--- config.mk ---
export PLATFORM = sky130hd
export DESIGN_NAME = cpuclk_top
export DESIGN_NICKNAME = d
export VERILOG_FILES = /design/src/rtl/cpuclk_pkg.sv /design/src/rtl/cpuclk_regs.sv /design/src/rtl/cpuclk_divider.sv /design/src/rtl/cpuclk_top.sv
export SDC_FILE = /design/constraint.sdc
export NUM_CORES = 1
export LEC_CHECK = 0
export ABC_CLOCK_PERIOD_IN_PS = 4340
export BUFFER_PORTS_ARGS = -buffer_cell sky130_fd_sc_hd__buf_4
export CORE_MARGIN = 10
export CORE_UTILIZATION = 45
export DETAILED_ROUTE_END_ITERATION = 7
export GPL_TIMING_DRIVEN = 0
export HOLD_SLACK_MARGIN = 0.1
export PLACE_DENSITY = 0.66
export SYNTH_ARGS = -nofsm -noshare
export SYNTH_HDL_FRONTEND = slang
export SYNTH_SLANG_ARGS = --single-unit
--- constraint.sdc ---
create_clock -name clk -period 4.34 [get_ports clk]
set_input_delay 0.868 -clock clk [delete_from_list [all_inputs] [get_ports clk]]
set_output_delay 0.868 -clock clk [all_outputs]
set_load 0.005 [all_outputs]
--- src/rtl/cpuclk_pkg.sv ---
package cpuclk_pkg;
  localparam int ADDR_W = 7;
  localparam int DATA_W = 32;
  localparam int NW     = 9;

  // Register offsets
  localparam logic [ADDR_W-1:0] OFS_DIVN = 7'h00;
  localparam logic [ADDR_W-1:0] OFS_CTRL = 7'h40;

  // Field positions
  localparam int N_LSB      = 20;
  localparam int TAP_LSB    = 2;
  localparam int BIT_SRCPLL = 0;
  localparam int BIT_OUTDIV = 7;

  typedef enum logic [1:0] {
    TAP_D1 = 2'd0,
    TAP_D2 = 2'd1,
    TAP_D3 = 2'd2,
    TAP_DN = 2'd3
  } tap_e;
endpackage

--- src/rtl/cpuclk_regs.sv ---
module cpuclk_regs
  import cpuclk_pkg::*;
#(
  parameter int AW = ADDR_W,
  parameter int DW = DATA_W,
  parameter int W  = NW
) (
  input  logic          clk,
  input  logic          rst_n,
  input  logic [AW-1:0] addr,
  input  logic          wr,
  input  logic [DW-1:0] wdata,
  output logic [DW-1:0] rdata,
  output logic [W-1:0]  n_val,
  output tap_e          tap,
  output logic          src_pll,
  output logic          out_div
);
  logic [DW-1:0] divn_q, divn_d;
  logic [DW-1:0] ctrl_q, ctrl_d;
  logic          divn_en, ctrl_en;

  always_comb begin
    divn_en = wr && (addr == AW'(OFS_DIVN));
    ctrl_en = wr && (addr == AW'(OFS_CTRL));
    divn_d  = divn_en ? wdata : divn_q;
    ctrl_d  = ctrl_en ? wdata : ctrl_q;
  end

  always_ff @(posedge clk or negedge rst_n) begin
    if (!rst_n) begin
      divn_q <= '0;
      ctrl_q <= '0;
    end else begin
      divn_q <= divn_d;
      ctrl_q <= ctrl_d;
    end
  end

  always_comb begin
    if (addr == AW'(OFS_DIVN))      rdata = divn_q;
    else if (addr == AW'(OFS_CTRL)) rdata = ctrl_q;
    else                            rdata = '0;
  end

  assign n_val   = divn_q[N_LSB +: W];
  assign tap     = tap_e'(ctrl_q[TAP_LSB +: 2]);
  assign src_pll = ctrl_q[BIT_SRCPLL];
  assign out_div = ctrl_q[BIT_OUTDIV];
endmodule

--- src/rtl/cpuclk_divider.sv ---
module cpuclk_divider
  import cpuclk_pkg::*;
#(
  parameter int W = NW
) (
  input  logic         clk,
  input  logic         rst_n,
  input  logic         src_lvl,
  input  tap_e         tap,
  input  logic [W-1:0] n_val,
  output logic         src_rise,
  output logic         div_lvl
);
  localparam logic [W-1:0] ONE = W'(1);
  localparam logic [W-1:0] TWO = W'(2);

  logic         src_q;
  logic [W-1:0] cnt_q, cnt_d;
  logic         lvl_q, lvl_d;
  tap_e         tap_q;
  logic [W-1:0] n_q;
  logic         bypass, cfg_chg;
  logic [W-1:0] half;

  assign src_rise = src_lvl & ~src_q;
  assign div_lvl  = lvl_q;

  always_comb begin
    bypass  = (tap == TAP_D1) || ((tap == TAP_DN) && (n_val == '0));
    cfg_chg = (tap != tap_q) || (n_val != n_q);
    half    = (tap == TAP_D2) ? ONE : n_val;
    cnt_d   = cnt_q;
    lvl_d   = lvl_q;
    if (bypass) begin
      cnt_d = '0;
      lvl_d = src_lvl;
    end else if (cfg_chg) begin
      cnt_d = '0;
      lvl_d = 1'b0;
    end else if (src_rise) begin
      if (tap == TAP_D3) begin
        if (cnt_q >= TWO) begin
          cnt_d = '0;
          lvl_d = 1'b1;
        end else begin
          cnt_d = cnt_q + ONE;
          lvl_d = 1'b0;
        end
      end else if (cnt_q >= half - ONE) begin
        cnt_d = '0;
        lvl_d = ~lvl_q;
      end else begin
        cnt_d = cnt_q + ONE;
      end
    end
  end

  always_ff @(posedge clk or negedge rst_n) begin
    if (!rst_n) begin
      src_q <= 1'b0;
      cnt_q <= '0;
      lvl_q <= 1'b0;
      tap_q <= TAP_D1;
      n_q   <= '0;
    end else begin
      src_q <= src_lvl;
      cnt_q <= cnt_d;
      lvl_q <= lvl_d;
      tap_q <= tap;
      n_q   <= n_val;
    end
  end
endmodule

--- src/rtl/cpuclk_top.sv ---
module cpuclk_top
  import cpuclk_pkg::*;
#(
  parameter int AW = ADDR_W,
  parameter int DW = DATA_W,
  parameter int W  = NW
) (
  input  logic          clk,
  input  logic          rst_n,
  input  logic          pll_lvl,
  input  logic          xtal_lvl,
  input  logic [AW-1:0] reg_addr,
  input  logic          reg_wr,
  input  logic [DW-1:0] reg_wdata,
  output logic [DW-1:0] reg_rdata,
  output logic          core_clk
);
  logic [1:0]   rst_pipe;
  logic         rst_sync_n;
  logic [W-1:0] n_val;
  tap_e         tap;
  logic         src_pll, out_div;
  logic         src_lvl, src_rise, div_lvl;
  logic         out_d, out_q;

  always_ff @(posedge clk or negedge rst_n) begin
    if (!rst_n) rst_pipe <= 2'b00;
    else        rst_pipe <= {rst_pipe[0], 1'b1};
  end
  assign rst_sync_n = rst_pipe[1];

  cpuclk_regs #(.AW(AW), .DW(DW), .W(W)) u_regs (
    .clk(clk), .rst_n(rst_sync_n), .addr(reg_addr), .wr(reg_wr),
    .wdata(reg_wdata), .rdata(reg_rdata), .n_val(n_val), .tap(tap),
    .src_pll(src_pll), .out_div(out_div)
  );

  assign src_lvl = src_pll ? pll_lvl : xtal_lvl;

  cpuclk_divider #(.W(W)) u_div (
    .clk(clk), .rst_n(rst_sync_n), .src_lvl(src_lvl), .tap(tap),
    .n_val(n_val), .src_rise(src_rise), .div_lvl(div_lvl)
  );

  assign out_d = out_div ? div_lvl : xtal_lvl;

  always_ff @(posedge clk or negedge rst_sync_n) begin
    if (!rst_sync_n) out_q <= 1'b0;
    else             out_q <= out_d;
  end
  assign core_clk = out_q;
endmodule

==> impl_metrics.toml <==
[timing]
post-route-period-util_pct = 83.0
slew_headroom_pct = 66.3
setup_viol = 0
period_needed_ps = 3600
worst_pin_slew_ps = 505
drv_slew = 0
fin_setup_tns_ps = 0
hold_viol_final = 0
setup_ws_ps = 739
rsz0062_at_grt = "false"
fmax_ghz = 0.278
skew_ps = 7.30

[synth]
synth_edf_count = 0
synth_nets = 433
ys_seq_area_share_pct = 49.1
syn_avg_cell_area_um2 = 12.0
synthAdderAreaFrac_pct = 3.31
synthFlopType = "dfrtp_1"
syn-cell-area_um2 = 4540
synth_seq_cells = 89
yosysTopAreaCellShare_pct = 49.1
synth_xor_area_share_pct = 2.89
synthMuxAreaShare_pct = 23.6
async_reset_ff_share_pct = 100
synth_compound_gate_area_share_pct = 6.45
synth_area_leader_cell = "dfrtp_1"
synth.yosys.warnings = 0
synth_top_family_by_area = "multiplexers"
synthTopCellsByArea = "dfrtp_1, mux2_2, mux2i_1, ha_1, nor2_1"
synth-simple-area-share_pct = 11.7
synth_cells = 377
synth.distinct_cells = 49

[power]
ir_worst_vdd_v = 0.000215
clkPwrFrac_pct = 30.9
seqPwrFrac_pct = 51.5
p_leak_nw = 2.67
switching_share_pct = 27.2
combPwrFrac_pct = 17.5
power.density_nw_per_um2 = 332
cellInternalPower_w = 0.00133
power.switching_w = 0.000495

[drt]
wl_met1_um = 4460
firstDrtPassIters = 4
drc = 0
drt-wirelength-per-cell_um = 16.8
met3_length_um = 748
top_layer = "met4"
ant_nets = 0
met2WireLength_um = 4800
num_vias = 3180
drt-total-wl_um = 10100
vias_per_cell = 5.29
drtIter0Drc = 79

[critical_path]
worstPathCellList = "or2b_1, clkbuf_1, nand2_1, ha_1, clkbuf_1, o21ai_0, o21ai_0, a22oi_1, ha_1, a211oi_1, nor2_1, a211oi_4, o2111ai_4, o311ai_2"
crit_fanout = 10
arrival_ps = 3850
required_ps = 4590
cp-startpoint = "u_regs.ctrl_q[2]$_DFFE_PN0P_"
cpMaxStageDelayCell = "dfrtp_1"
reg2reg_from = "u_regs.ctrl_q[2]$_DFFE_PN0P_"
end_kind = "flop"
critical_path_class = "reg -> reg"
startpoint_type = "flop"
slowest_delay_ps = 520

[clocking]
cts_sinks = 89
post-cts-setup-buffer-count = 0
holdBufCountCts = 0
cts_tree = "built"
htree_num_levels = 3
cts_buffers = 9
clockRootBuffer = "clkbuf_8"
clk_pin_slew_ps = 80
clockBufferDepth = 2
clock_latency_ps = 350
cts_resized = 0

[placement]
numPortBuffers = 75
dp_hpwl_um = 7570
gp_congestion = 0.829
dp_cells = 586
dp_slack_ps = 796

[layout]
final_cell_mix = "dfrtp_1, buf_4, mux2_2"
final_common_cell = "dfrtp_1"
areaGrowthSynthToFinish_pct = 21.0
fin_cells = 601
drive_above_1_share_pct = 39.7
diodes = 0
nets = 520

[hold_path]
hp-class = "in -> async"

[global_route]
grt_pass1_vias = 3390
grt_max_degree = 54
grt_pass1_wl_um = 16800
grt_usage_pct = 14.2
grt.overflow.total = 0
antenna_found_initial = 0

[run]
maxCapViolCount = 0

[die]
start_util_pct = 46.2
rows = 36
ios = 77
coreArea_um2 = 9820
dieArea_um2 = 14500
die_h_um = 120
die_width_um = 120

[run_status]
outcome = "completed"
cells by family (layout without fill, tap and decap cells):
kind of cell    count (synthesis)  in the layout
simple gates                  100            100
other cells                     1              1
buf+inv                        27            118
mux                            99             99
flops                          89             89
xor+xnor                       15             15
compound gates                 34             34
fa+ha+maj                      12             12
cells in the mapped netlist, types with 3 or more instances:
library cell,n
or3_1,3
o2111ai_1,3
nand4_1,10
mux2i_1,34
buf_2,12
mux2_2,63
a22oi_1,3
nor3_1,3
o21ai_0,11
dfrtp_1,89
or2_2,5
inv_1,6
xor2_1,4
ha_1,12
nand2_1,14
clkbuf_1,6
o221ai_1,5
xnor2_1,11
nand2b_1,3
nor2_1,39
nand3_1,6
power by group through the flow:
stage | logic [W] | clock network [W] | registers (W)
after global placement | 0.000298 | 0 | 0.000960
after floorplan | 0.000228 | 0 | 0.000946
after CTS | 0.000323 | 0.000583 | 0.000940
after global routing | 0.000357 | 0.000618 | 0.000948
final | 0.000320 | 0.000563 | 0.000939
after detailed placement | 0.000321 | 0 | 0.000957
worst paths after layout:
path	end	slack (ps)	cells after the start
min in group clk	rst_pipe[1]$_DFF_PN0_	360	0
min reg2reg	u_regs.ctrl_q[4]$_DFFE_PN0P_	300	0
max in group asynchronous	u_div.n_q[2]$_DFF_PN0_	3440	1
max	u_div.cnt_q[3]$_DFFE_PN0P_	740	14
max reg2reg	u_div.cnt_q[3]$_DFFE_PN0P_	740	14
min	rst_pipe[1]$_DFF_PN0_	280	1
registers in the layout, indices dropped and copies added, names as in the netlist:
signal	flops
u_div.div_lvl	1
u_regs.ctrl_q	32
u_div.cnt_q	9
rst_pipe	2
u_div.n_q	9
core_clk	1
u_div.tap_q	2
u_div.src_q	1
u_regs.divn_q	32
cell type report:
class,count,area (um2)
flip-flops and latches,89,2230
fillers,901,4330
repair buffers,76,591
plain buffers,21,105
well taps,133,166
clock buffers,10,138
multi-input cells,261,2180
clock inverters,5,56.3
inverters,6,22.5
worst max-delay path, delay by kind of cell (launching register included):
kind / cells / cell delay (ps)
AOI/OAI and AO/OA: 7 / 1560
adders and majority gates: 2 / 450
buffers and inverters: 2 / 500
DFF: 1 / 520
and+or+nand+nor: 3 / 470
metal layers:
metal | up-vias | GRT usage, %
met5 | - | 0
met2 | 66 | 22.9
li1 | 1533 | -
met3 | 9 | 5.58
met4 | 0 | 4.15
met1 | 1572 | 17.3
per-stage QoR:
| stage | cell area (um2) | power [W] | util, % | hold WS [ps] |
|---|---|---|---|---|
| after floorplan | 4540 | 0.00117 | - | 331 |
| after global placement | 5270 | 0.00126 | 53.6 | 339 |
| after detailed placement | 5300 | 0.00128 | 54.0 | 311 |
| after CTS | 5490 | 0.00185 | 55.9 | 262 |
| after global routing | 5490 | 0.00192 | 55.9 | 256 |
| final | 5490 | 0.00182 | 55.9 | 277 |
Note: power is estimated with default switching activity, not from simulation.
